==> config.mk <==
export PLATFORM = sky130hd
export DESIGN_NAME = pair_sample_seq
export DESIGN_NICKNAME = d
export VERILOG_FILES = /design/src/rtl/pss_pkg.sv /design/src/rtl/pss_timer.sv /design/src/rtl/pss_capture.sv /design/src/rtl/pss_result.sv /design/src/rtl/pair_sample_seq.sv
export SDC_FILE = /design/constraint.sdc
export NUM_CORES = 1
export LEC_CHECK = 0
export CAP_MARGIN = 20
export CORE_MARGIN = 2
export CORE_UTILIZATION = 40
export CTS_CLUSTER_DIAMETER = 150
export DETAILED_ROUTE_END_ITERATION = 10
export PLACE_DENSITY_LB_ADDON = 0.1
export REMOVE_ABC_BUFFERS = 1
export SLEW_MARGIN = 20
export SYNTH_ARGS = -nofsm -noshare
export SYNTH_HDL_FRONTEND = slang
export SYNTH_SLANG_ARGS = --single-unit
==> constraint.sdc <==
create_clock -name clk -period 2.55 [get_ports clk]
set_clock_uncertainty 0.2 [all_clocks]
set_input_delay 0.51 -clock clk [delete_from_list [all_inputs] [get_ports clk]]
set_output_delay 0.51 -clock clk [all_outputs]
set_load 0.02 [all_outputs]
==> src/rtl/pss_pkg.sv <==
`timescale 1ns/1ps
package pss_pkg;

   typedef enum logic [1:0] {
      SQ_IDLE = 2'd0,
      SQ_WAIT = 2'd1,
      SQ_HOLD = 2'd2,
      SQ_GAP  = 2'd3
   } sq_state_e;

   // converts a span in converter clocks into clk cycles
   function automatic int unsigned adc_to_ticks(input int unsigned adc_clks,
                                                input int unsigned tpc);
      return adc_clks * tpc;
   endfunction

endpackage

==> src/rtl/pss_timer.sv <==
`timescale 1ns/1ps
module pss_timer
   import pss_pkg::*;
#(
   parameter int unsigned ACQW  = 4,
   parameter int unsigned SELW  = 3,
   parameter int unsigned TPC   = 2,
   parameter int unsigned DLY_T = 5,
   parameter int unsigned GAP_T = 4
) (
   input  logic            clk,
   input  logic            rst_n,
   input  logic            trig,
   input  logic            cont_en,
   input  logic [SELW-1:0] ch_sel,
   input  logic [ACQW-1:0] acq_len,
   output logic            sh,
   output logic            sh_end,
   output logic [SELW-1:0] sel_q
);

   localparam int unsigned MAXW = TPC * (1 << ACQW);
   localparam int unsigned CW   = $clog2(MAXW + DLY_T + GAP_T + 1);

   sq_state_e      st_q;
   logic [CW-1:0]  cnt_q;
   logic [CW-1:0]  w_q;
   logic [CW-1:0]  lim;
   logic           last;

   always_comb begin
      unique case (st_q)
         SQ_WAIT: lim = CW'(DLY_T - 1);
         SQ_HOLD: lim = w_q - 1'b1;
         SQ_GAP:  lim = CW'(GAP_T - 1);
         default: lim = '0;
      endcase
   end

   assign last   = (cnt_q == lim);
   assign sh     = (st_q == SQ_HOLD);
   assign sh_end = sh && last;

   always_ff @(posedge clk or negedge rst_n) begin
      if (!rst_n) begin
         st_q  <= SQ_IDLE;
         cnt_q <= '0;
         w_q   <= '0;
         sel_q <= '0;
      end else begin
         unique case (st_q)
            SQ_IDLE: if (trig) begin
               st_q  <= SQ_WAIT;
               cnt_q <= '0;
               sel_q <= ch_sel;
               w_q   <= CW'(TPC * (int'(acq_len) + 1));
            end
            SQ_WAIT: if (last) begin
               st_q  <= SQ_HOLD;
               cnt_q <= '0;
            end else cnt_q <= cnt_q + 1'b1;
            SQ_HOLD: if (last) begin
               st_q  <= cont_en ? SQ_GAP : SQ_IDLE;
               cnt_q <= '0;
            end else cnt_q <= cnt_q + 1'b1;
            SQ_GAP: if (last) begin
               st_q  <= SQ_HOLD;
               cnt_q <= '0;
            end else cnt_q <= cnt_q + 1'b1;
            default: st_q <= SQ_IDLE;
         endcase
      end
   end

   // independent measure of the pulse length
   logic [CW-1:0] hi_len;
   always_ff @(posedge clk or negedge rst_n) begin
      if (!rst_n)  hi_len <= '0;
      else if (sh) hi_len <= hi_len + 1'b1;
      else         hi_len <= '0;
   end

   AST_SH_WIDTH: assert property (@(posedge clk) disable iff (!rst_n)
      $fell(sh) |-> hi_len == w_q);
   AST_BUSY_IGNORES: assert property (@(posedge clk) disable iff (!rst_n)
      (st_q != SQ_IDLE && trig) |=> $stable(sel_q) && $stable(w_q));
   AST_START_LATCH: assert property (@(posedge clk) disable iff (!rst_n)
      (st_q == SQ_IDLE && trig) |=> (st_q == SQ_WAIT && sel_q == $past(ch_sel)));

endmodule

==> src/rtl/pss_capture.sv <==
`timescale 1ns/1ps
module pss_capture #(
   parameter int unsigned DW    = 12,
   parameter int unsigned NPAIR = 8,
   parameter int unsigned SELW  = 3
) (
   input  logic                clk,
   input  logic                rst_n,
   input  logic                take,
   input  logic [SELW-1:0]     sel,
   input  logic [NPAIR*DW-1:0] ain_a,
   input  logic [NPAIR*DW-1:0] ain_b,
   output logic                out_v,
   output logic [DW-1:0]       out_a,
   output logic [DW-1:0]       out_b
);

   logic [DW-1:0] a_arr [NPAIR];
   logic [DW-1:0] b_arr [NPAIR];

   for (genvar i = 0; i < NPAIR; i++) begin : g_ch
      assign a_arr[i] = ain_a[i*DW +: DW];
      assign b_arr[i] = ain_b[i*DW +: DW];
   end

   always_ff @(posedge clk or negedge rst_n) begin
      if (!rst_n) begin
         out_v <= 1'b0;
         out_a <= '0;
         out_b <= '0;
      end else begin
         out_v <= take;
         if (take) begin
            out_a <= a_arr[sel];
            out_b <= b_arr[sel];
         end
      end
   end

   AST_CAP_HOLD: assert property (@(posedge clk) disable iff (!rst_n)
      !take |=> $stable(out_a) && $stable(out_b));

endmodule

==> src/rtl/pss_result.sv <==
`timescale 1ns/1ps
module pss_result #(
   parameter int unsigned DW      = 12,
   parameter int unsigned LAT_A_T = 8,
   parameter int unsigned LAT_B_T = 10,
   parameter int unsigned IRQ_T   = 2
) (
   input  logic          clk,
   input  logic          rst_n,
   input  logic          in_v,
   input  logic [DW-1:0] in_a,
   input  logic [DW-1:0] in_b,
   input  logic          irq_clr,
   output logic [DW-1:0] res_a,
   output logic [DW-1:0] res_b,
   output logic          irq_flag
);

   // element j holds the sample one cycle older than element j-1
   localparam int unsigned NLN = LAT_B_T + IRQ_T - 1;

   logic          ln_v [NLN];
   logic [DW-1:0] ln_a [NLN];
   logic [DW-1:0] ln_b [NLN];

   always_ff @(posedge clk or negedge rst_n) begin
      if (!rst_n) begin
         for (int k = 0; k < NLN; k++) begin
            ln_v[k] <= 1'b0;
            ln_a[k] <= '0;
            ln_b[k] <= '0;
         end
      end else begin
         ln_v[0] <= in_v;
         if (in_v) begin
            ln_a[0] <= in_a;
            ln_b[0] <= in_b;
         end
         for (int k = 1; k < NLN; k++) begin
            ln_v[k] <= ln_v[k-1];
            if (ln_v[k-1]) begin
               ln_a[k] <= ln_a[k-1];
               ln_b[k] <= ln_b[k-1];
            end
         end
      end
   end

   logic          a_go;
   logic [DW-1:0] a_src;
   logic          b_go;
   logic [DW-1:0] b_src;
   logic          irq_set;

   if (LAT_A_T == 1) begin : g_a_direct
      assign a_go  = in_v;
      assign a_src = in_a;
   end else begin : g_a_tap
      assign a_go  = ln_v[LAT_A_T-2];
      assign a_src = ln_a[LAT_A_T-2];
   end

   assign b_go    = ln_v[LAT_B_T-2];
   assign b_src   = ln_b[LAT_B_T-2];
   assign irq_set = ln_v[NLN-1];

   always_ff @(posedge clk or negedge rst_n) begin
      if (!rst_n) begin
         res_a    <= '0;
         res_b    <= '0;
         irq_flag <= 1'b0;
      end else begin
         if (a_go) res_a <= a_src;
         if (b_go) res_b <= b_src;
         if (irq_set)      irq_flag <= 1'b1;
         else if (irq_clr) irq_flag <= 1'b0;
      end
   end

   AST_IRQ_SET_WINS: assert property (@(posedge clk) disable iff (!rst_n)
      irq_set |=> irq_flag);
   AST_IRQ_CLEARS: assert property (@(posedge clk) disable iff (!rst_n)
      (irq_clr && !irq_set) |=> !irq_flag);
   AST_B_QUIET: assert property (@(posedge clk) disable iff (!rst_n)
      !b_go |=> $stable(res_b));

endmodule

==> src/rtl/pair_sample_seq.sv <==
`timescale 1ns/1ps
module pair_sample_seq
   import pss_pkg::*;
#(
   parameter int unsigned DW        = 12,
   parameter int unsigned NPAIR     = 8,
   parameter int unsigned ACQW      = 4,
   parameter int unsigned TPC       = 2,
   parameter int unsigned DLY_HALF  = 5,
   parameter int unsigned GAP_ADC   = 2,
   parameter int unsigned LAT_A_ADC = 4,
   parameter int unsigned LAT_B_ADC = 5,
   parameter int unsigned IRQ_T     = 2,
   localparam int unsigned SELW     = $clog2(NPAIR)
) (
   input  logic                clk,
   input  logic                rst_n,
   input  logic                trig_pwm,
   input  logic                trig_sw,
   input  logic                trig_ext,
   input  logic                cont_en,
   input  logic [SELW-1:0]     ch_sel,
   input  logic [ACQW-1:0]     acq_len,
   input  logic [NPAIR*DW-1:0] ain_a,
   input  logic [NPAIR*DW-1:0] ain_b,
   input  logic                irq_clr,
   output logic                sh_pulse,
   output logic [DW-1:0]       res_a,
   output logic [DW-1:0]       res_b,
   output logic                irq_flag
);

   localparam int unsigned DLY_T   = DLY_HALF * TPC / 2;
   localparam int unsigned GAP_T   = adc_to_ticks(GAP_ADC, TPC);
   localparam int unsigned LAT_A_T = adc_to_ticks(LAT_A_ADC, TPC);
   localparam int unsigned LAT_B_T = adc_to_ticks(LAT_B_ADC, TPC);

   if (TPC == 0 || (TPC % 2) != 0) begin : g_bad_tpc
      $error("TPC must be a nonzero even count");
   end
   if (NPAIR != (1 << SELW) || NPAIR < 2) begin : g_bad_npair
      $error("NPAIR must be a power of two of at least 2");
   end
   if (DLY_T == 0 || GAP_T == 0 || IRQ_T == 0) begin : g_bad_delay
      $error("delay, gap and flag delay must be nonzero");
   end
   if (LAT_A_T == 0 || LAT_B_T <= LAT_A_T) begin : g_bad_lat
      $error("B latency must exceed a nonzero A latency");
   end

   logic            trig_any;
   logic            sh_end;
   logic [SELW-1:0] sel_q;
   logic            cap_v;
   logic [DW-1:0]   cap_a;
   logic [DW-1:0]   cap_b;

   assign trig_any = trig_pwm | trig_sw | trig_ext;

   pss_timer #(
      .ACQW (ACQW), .SELW (SELW), .TPC (TPC), .DLY_T (DLY_T), .GAP_T (GAP_T)
   ) u_timer (
      .clk     (clk),
      .rst_n   (rst_n),
      .trig    (trig_any),
      .cont_en (cont_en),
      .ch_sel  (ch_sel),
      .acq_len (acq_len),
      .sh      (sh_pulse),
      .sh_end  (sh_end),
      .sel_q   (sel_q)
   );

   pss_capture #(
      .DW (DW), .NPAIR (NPAIR), .SELW (SELW)
   ) u_capture (
      .clk   (clk),
      .rst_n (rst_n),
      .take  (sh_end),
      .sel   (sel_q),
      .ain_a (ain_a),
      .ain_b (ain_b),
      .out_v (cap_v),
      .out_a (cap_a),
      .out_b (cap_b)
   );

   pss_result #(
      .DW (DW), .LAT_A_T (LAT_A_T), .LAT_B_T (LAT_B_T), .IRQ_T (IRQ_T)
   ) u_result (
      .clk      (clk),
      .rst_n    (rst_n),
      .in_v     (cap_v),
      .in_a     (cap_a),
      .in_b     (cap_b),
      .irq_clr  (irq_clr),
      .res_a    (res_a),
      .res_b    (res_b),
      .irq_flag (irq_flag)
   );

   AST_NO_SH_AT_START: assert property (@(posedge clk) disable iff (!rst_n)
      ($rose(sh_pulse) && !cont_en) |-> !$past(trig_any));

endmodule

== After elaboration in Yosys (flattened, before gate mapping) ==
Cells that the tools add are included.
Widths: inputs -> output; s select.
Word-level totals
  input port bits: 206
  word-level logic and storage cells: 75
  output and inout bits: 26
  register bits: 269
Cells by class
  add/subtract/negate cells: 3
  muxes and demuxes: 17
  magnitude comparators: 1
  bitwise logic cells: 3
  equal/unequal tests: 7
  reductions and logical operators: 7
Operator list (number)
  $bmux 12 s3: 2
  $mux 12: 4
  $pmux 6 s3: 1
  $mux 6: 2
  $pmux 6 s2: 1
  $mux 2: 4
  $add 6x1->6 const B: 1
  $eq 6x6->1: 1
  $pmux 2 s3: 1
  $sub 6x1->6 const B: 1
  $add 4x1->5 const B: 1
  $eq 2x2->1 const B: 2
  $ge 4x4->1 const B: 1
  $ne 2x2->1 const B: 2
  $not 3->4: 1
  $reduce_and 3->1: 1
  $reduce_or 3->1: 1
  $eq 2x1->1 const B: 1
  $logic_not 2->1: 1
  $mux 1: 2
  $ne 2x1->1 const B: 1
  $or 1x1->1: 2
  $reduce_and 2->1: 1
  $reduce_bool 2->1: 1
  other kinds (2): 2

== Logic depth before layout (Yosys ltp) ==
Gate-level depths: netlist of run 1.
  depth after elaboration: 5
  mapped depth: 9
  depth with buffers taken out: 8

== Cells and area by module ==
From an unflattened synthesis of run 1, not the netlist that was laid out.
Unflattened totals
  cells, all modules: 854
  area total of the unflattened synthesis: 12806.0 sq um
Modules (own cells, without submodules)
  pss_result: instances 1, cells each 472, area an instance 9175.0 sq um, sequential area each 5705.5 sq um
  pss_capture: instances 1, cells each 276, area an instance 2627.5 sq um, sequential area each 625.6 sq um
  pss_timer: instances 1, cells each 105, area an instance 997.2 sq um, sequential area each 400.4 sq um
  pair_sample_seq: instances 1, cells each 1, area an instance 6.3 sq um, sequential area each 0.0 sq um

== Worst setup path after synthesis of run 1 ==
Ideal clock, no wire load.
  path type: register -> register
  start point: reg u_timer.w_q[1]
  end point: reg u_capture.out_a[10]
  slack: -14 ps
  buffers on the path: 1
  setup time: 125 ps
  stages on the path, launching flop included: 10
  data required time: 2225 ps
  arrival time: 2239 ps
  period minus slack after synthesis: 2564 ps
  cell sequence: dfrtp_1 > inv_1 > ha_1 > nor3b_1 > mux2i_1 > xnor2_1 > nor4_4 > nand2_4 > buf_6 > mux2_4
On the way
  cells in the longest elaborated chain, start to end: 4
Ends and longest elaborated chain
  start: declaration: line pss_timer.sv:27  | logic [CW-1:0] w_q;
  start signal: assignment: line pss_timer.sv:56  | w_q <= CW'(TPC * (int'(acq_len) + 1));
  $sub 6x1->6: line pss_timer.sv:34  | SQ_HOLD: lim = w_q - 1'b1;
  $pmux 6 s3: line pss_timer.sv:32  | unique case (st_q)
  $eq 6x6->1: line pss_timer.sv:40  | assign last = (cnt_q == lim);
  $logic_and 1x1->1: line pss_timer.sv:42  | assign sh_end = sh && last;
  end signal: assignment: line pss_capture.sv:34  | out_a <= a_arr[sel];
  end: declaration: line pss_capture.sv:14  | output logic [DW-1:0] out_a,
Every way passes these cells.
A chain may end at the register's enable or synchronous reset.

== Worst setup path after layout of run 1 ==
  start point: reg u_timer.w_q[1]
  end point: reg u_timer.st_q[1]
On the way
  cells in the longest elaborated chain, start to end: 5
  elaborated cells between the ends (all ways): 6
  those cells by class: add/sub (1); eq/ne (3); mux (1); reduce/logical (1)
Ends and longest elaborated chain
  $sub 6x1->6 *: line pss_timer.sv:34
  $pmux 6 s3 *: line pss_timer.sv:32
  $eq 6x6->1 *: line pss_timer.sv:40
  $ne 2x2->1 (no line) or $ne 2x1->1 (tied branches)
  $reduce_and 3->1 (no line) *
  end signal: assignment: line pss_timer.sv:63  | st_q <= cont_en ? SQ_GAP : SQ_IDLE;
  end: declaration: line pss_timer.sv:25  | sq_state_e st_q;
Every way passes the cells marked *; elsewhere a longest branch is shown, timed or not.

==> results of run 1 <==
==> final cells by class <==
type                    count  area share [%]
clock inverters            11           0.935
inverters                   6           0.145
repair buffers            259            16.9
multi-input cells         390            30.3
clock buffers              40            5.26
well taps                 384            3.10
flip-flops and latches    269            43.4
==> synthesized netlist by cell type, types with 3 or more instances <==
master      n  area (µm²)
mux2_2    248        2790
ha_1        3        37.5
xnor2_1     5        43.8
clkbuf_1   34         128
nand3_1     6        30.0
mux2_4     19         285
mux4_2     48        1080
nor2_1      7        26.3
dfrtp_1   269        6730
buf_1       3        11.3
inv_1       5        18.8
nand2_1     5        18.8
nor3_1      4        20.0
nor4_1      3        18.8
a21oi_1     4        20.0
o21ai_0     7        35.0
nand2b_1    3        18.8
buf_2       6        30.0
==> timing repair <==
| item | 4_1_cts | 5_1_grt |
|---|---|---|
| buffers inserted | 3 | 0 |
| hold buffers | 1 | 0 |
| setup endpoints to repair | 23 | 32 |
| gates resized for setup | 1 | 9 |
| pin swaps | 2 | 2 |
| hold endpoints to repair | 48 | 0 |
| gates cloned | 0 | 0 |
==> critical path: stages (launching register included) <==
cell	delay, ps
dfrtp_1	390
buf_4	130
buf_4	140
nor4_4	300
o21ai_2	110
xnor2_2	170
nor4_4	350
buf_4	180
or2b_1	230
a22o_1	180
==> kinds of logic after synthesis <==
kind of cell,count (synthesis),share of synthesized area (%)
muxes,316,35.9
AOI/OAI and AO/OA,21,1.12
buffers and inverters,52,1.91
xor gates and xnor gates,7,0.528
and+or+nand+nor,43,2.20
adders and majority gates,3,0.323
DFF,269,58.0
==> where the power goes <==
group          switching, mW  internal (mW)
registers              0.544           4.97
clock network           1.60           2.53
logic                   1.51           2.47
==> sequential cells by signal, summed over array words and instances (netlist names) <==
| name | flops |
|---|---|
| u_result.ln_b | 96 |
| u_result.ln_a | 72 |
| u_capture.out_a | 12 |
| u_capture.out_b | 12 |
| u_result.a_src | 12 |
| u_result.b_src | 12 |
| u_result.res_a | 12 |
| u_result.res_b | 12 |
| u_result.ln_v | 8 |
| u_timer.cnt_q | 6 |
| u_timer.w_q | 5 |
| u_timer.sel_q | 3 |
| u_timer.st_q | 2 |
| u_capture.out_v | 1 |
| u_result.a_go | 1 |
| u_result.b_go | 1 |
| u_result.irq_flag | 1 |
| u_result.irq_set | 1 |
==> layer usage <==
layer | vias to the layer above | share of wire [%] | wire, µm
met5 | - | 0 | 0
met2 | 218 | 49 | 10800
met3 | 46 | 5.2 | 1140
met4 | 0 | 2.0 | 448
li1 | 3114 | - | -
met1 | 3396 | 44 | 9540
==> per-stage QoR <==
step / setup TNS, ps / instances / setup WS (ps)
after floorplan: -21850 / 665 / -910
after global placement: 0 / 1304 / 75.2
after detailed placement: -377 / 1304 / -66.8
after CTS: -985 / 1359 / -52.1
after global routing: -771 / 1359 / -55.3
final: 0 / 1359 / 46.7
==> worst min path at each step <==
stage | start | end | cells after the start | slack (ps)
after floorplan | rst_n | u_capture.out_a[0] | 0 | 10
after global placement | u_result.ln_v[1] | u_result.irq_set | 0 | 140
after detailed placement | u_result.ln_v[1] | u_result.irq_set | 0 | 160
after CTS | u_result.ln_v[1] | u_result.irq_set | 0 | 170
after global routing | u_result.ln_v[1] | u_result.irq_set | 0 | 170
final | u_result.ln_v[1] | u_result.irq_set | 0 | 170
==> flow_metrics.tcl, run 1 <==
set metrics [dict create \
    avgSynthCellArea_um2 16.3 \
    critPathCapture "u_timer.st_q[1]" \
    ys_async_sr_fraction_pct 100 \
    hp-class "reg -> reg" \
    worstSetupPathType "reg -> reg" \
    layout_common_cells "dfrtp_1, mux2_2, clkdlybuf4s50_1, mux4_2, clkbuf_16" \
    routed_wl_um 21900 \
    relSlewSlack_pct 66.5 \
    setup-violations-final 0 \
    finalPower_mw 13.6 \
    cts_tree "built" \
    final_util_pct 54.2 \
    vdd_drop_max_mv 0.548 \
    nFillCells 2297 \
    period_share_pct 98.2 \
    r2r_end "u_timer.st_q[1]" \
    insertedDiodeCount 0 \
    grt_first_pass_wirelength_um 37800 \
    start_util_pct 40.5 \
    period_minus_slack_ps 2500 \
    num_rows 62 \
    via_per_inst 4.98 \
    wl_per_cell_um 16.1 \
    ctsHtreeMaxLevel 1 \
    worst_pin_slew_ps 502 \
    ys.warnings.count 0 \
    drt_iter0_markers 359 \
    hold_viol_final 0 \
    drc 0 \
    clkTransAtPathRegs_ps 60 \
    firstDrtPassIters 4 \
    ys_types 42 \
    setup.worst_path.start_class "register" \
    clk_latency_ps 530 \
    clkSinkCount 269 \
    dieWidth_um 174 \
    syn-cell-area_um2 11600 \
    busiest_layer "met2" \
    final_common_cell "dfrtp_1" \
    io_pins 232 \
    multi_input_area_um2 4700 \
    track_usage_pct 14.8 \
    seq_area_um2 6740 \
    cts_inserted_buffers 28 \
    rsz0062_at_grt "yes" \
    dp_hpwl_um 16300 \
    root_buffer "clkbuf_16" \
    ff2ff_setup_slack_ps 50 \
    slew_violations 0 \
    timing.rr.start "u_timer.w_q[1]" \
    coreArea_um2 28600 \
    grt_remaining_overflow 0 \
    holdWs_ps 165 \
    synth-seq-area-share_pct 58.0 \
    first_global_vias 7555 \
    rr_worst_depth 9 \
    ys.flop_type "dfrtp_1" \
    powerDensity_nw_per_um2 877 \
    use_met2_pct 25.5 \
    syn2layout_area_growth_pct 33.7 \
    gr-usage-met3_pct 2.62 \
    end_kind "register" \
    leakage_nw 7.17 \
    cts_buffer_depth 3 \
    ys_seq_elements 269 \
    stdcell_area_um2 15500 \
    synth-edff-count 0 \
    vias 6774 \
    fmaxAchievable_mhz 399 \
    critPathArrivalTime_ps 2720 \
    ant_nets 0 \
    io_buffers 231 \
    gr-usage-met1_pct 19.3 \
    grt_max_degree 72 \
    maxCapViolCount 0 \
    worst-path-max-fanout 4 \
    fin_nets 1163 \
    gp_congestion 0.759 \
    die_area_um2 30400 \
    antenna_found_initial 0 \
    cp-startpoint "u_timer.w_q[1]" \
    fp.dieH_um 174 \
    placed_area_um2 14500 \
    crit_required_ps 2760 \
    run_status "completed" \
    syn-instance-count 711 \
    layout-drive-gt1-share_pct 41.2 \
]
(Power assumes the default switching activity.)
==> inputs of run 2 (changes only) <==
DONT_BUFFER_PORTS = 1   (was unset)
==> run 2 against run 1 <==
The flow now finishes with violations (negative hold slack, negative setup slack); setup slack got worse by 85 ps; non-clock buffer count shrank 229; critical path depth is the same; first-iteration DRC count is 28% lower; cell area down 15%; hold slack lost 700 ps; sequential share of layout area grew 7.8 points; via count decreased by 13%; critical path type unchanged; critical endpoint is now u_capture.out_b[3]; largest cell class unchanged.
==> flow_metrics.tcl, run 2 (same netlist as run 1, synthesis figures left out) <==
set metrics [dict create \
    cts_inserted_buffers 29 \
    fp.dieH_um 174 \
    crit_required_ps 2760 \
    grt_max_degree 270 \
    clkSinkCount 269 \
    worst_pin_slew_ps 591 \
    cp-startpoint "u_timer.w_q[2]" \
    finalSetupTns_ps -578 \
    ant_nets 0 \
    setup-violations-final 25 \
    fmaxAchievable_mhz 386 \
    drc 0 \
    nFillCells 2492 \
    coreArea_um2 28600 \
    reg.largest.list "u_result.ln_b: 96 flops, u_result.ln_a: 72 flops" \
    max_flop_register "u_result.ln_b" \
    dpl.cell_count 1066 \
    wl_per_cell_um 18.0 \
    hp-class "in -> async" \
    period_minus_slack_ps 2590 \
    rr_worst_depth 9 \
    placed_area_um2 12100 \
    violations "negative hold slack, negative setup slack" \
    powerDensity_nw_per_um2 995 \
    insertedDiodeCount 0 \
    final_common_cell "dfrtp_1" \
    worst_slack_ps -38.8 \
    worstSetupPathType "reg -> reg" \
    layout_common_cells "dfrtp_1, mux2_2, mux4_2, clkbuf_16, mux2_4" \
    root_buffer "clkbuf_16" \
    cts_buffer_depth 3 \
    ff2ff_setup_slack_ps -40 \
    ctsHtreeMaxLevel 1 \
    die_area_um2 30400 \
    vdd_drop_max_mv 0.626 \
    fin_nets 935 \
    start_util_pct 40.5 \
    relSlewSlack_pct 60.6 \
    run_status "complete, but fails checks" \
    antenna_found_initial 0 \
    firstDrtPassIters 4 \
    stdcell_area_um2 13200 \
    gp_congestion 0.720 \
    worst-path-max-fanout 25 \
    grt_remaining_overflow 0 \
    holdWs_ps -531 \
    rsz0062_at_grt "yes" \
    syn2layout_area_growth_pct 13.4 \
    slew_violations 0 \
    routed_wl_um 20300 \
    leakage_nw 6.25 \
    maxCapViolCount 0 \
    via_per_inst 5.21 \
    r2r_end "u_capture.out_b[3]" \
    track_usage_pct 13.7 \
    dp_hpwl_um 14000 \
    critPathArrivalTime_ps 2800 \
    num_rows 62 \
    clkTransAtPathRegs_ps 60 \
    pre_cts_ws_ps -112 \
    io_buffers 0 \
    clk_latency_ps 530 \
    largest_reg_flops 96 \
    holdBufCountCts 9 \
    cts_tree "built" \
    dieWidth_um 174 \
    grt_first_pass_wirelength_um 34500 \
    timing.rr.start "u_timer.w_q[2]" \
    setup.worst_path.start_class "register" \
    drt_iter0_markers 260 \
    io_pins 232 \
    period_share_pct 102 \
    first_global_vias 6621 \
    hold_viol_final 269 \
    end_kind "register" \
    vias 5889 \
    layout-drive-gt1-share_pct 52.5 \
    fin_cells 1130 \
]
## run 2: changes by cell type in the layout (fill, tap and decap cells not counted), sizes merged
cell	before	now
buf	28	21
bufinv	3	1
clkbuf	40	47
clkdlybuf4s50	229	0
clkinv	7	1
dlygate4sd2	1	0
dlygate4sd3	1	9
inv	7	8
## run 2: worst max path at each step
stage,end,slack (ps),depth (start not counted)
after floorplan,u_capture.out_a[10],-910,3
after global placement,u_timer.st_q[1],60,9
after detailed placement,u_timer.st_q[1],-110,9
after CTS,u_capture.out_b[3],-90,9
after global routing,u_timer.st_q[1],-150,9
final,u_capture.out_b[3],-40,9
## run 2: where the power goes
| part | internal, mW | total (mW) | switching, mW |
|---|---|---|---|
| registers | 4.97 | 5.47 | 0.503 |
| logic | 2.18 | 3.56 | 1.38 |
| clock network | 2.48 | 4.07 | 1.59 |
## run 2: worst max-delay path: stages (launching register included)
cell     delay, ps
dfrtp_1        390
inv_2           90
ha_4           140
nor3b_4        210
mux2i_2        290
xnor2_2        130
nor4_4         420
nand2_4         90
buf_12         180
mux2_4         310
## run 2: layer usage
layer / share of wire, % / track usage, %
met3: 6.6 / 3.08
met5: 0 / 0
met1: 44 / 18.4
met4: 2.3 / 3.82
met2: 48 / 22.3
## run 2: repair_timing
item,4_1_cts,5_1_grt
resized for setup,0,9
endpoints found under the hold margin,279,269
setup endpoints to repair,25,32
pin swaps,2,3
setup buffers,3,1
## run 2: final cells by class
cell class | count | area, µm² | area share, %
Multi-Input combinational cell | 390 | 4690 | 35.7
Inverter | 6 | 22.5 | 0.171
Clock buffer | 47 | 893 | 6.79
Clock inverter | 4 | 52.6 | 0.399
Sequential cell | 269 | 6740 | 51.2
Tap cell | 384 | 480 | 3.65
Timing Repair Buffer | 30 | 285 | 2.17
## run 2: metrics by stage
step | util [%] | hold WS [ps] | total power [mW]
2_1_floorplan | - | 14.4 | 8.22
3_3_place_gp | 42.1 | 28.8 | 8.86
3_5_place_dp | 42.1 | 29.7 | 9.01
4_1_cts | 45.8 | -553 | 13.2
5_1_grt | 46.0 | -560 | 13.9
6_report | 46.0 | -531 | 13.1
==> inputs of run 3 (changes only) <==
ABC_AREA = 0   (was unset)
GPL_ROUTABILITY_DRIVEN = 0   (was unset)
==> results of run 3 <==
The final DEF is identical to that of run 2; final timing and power are the same.
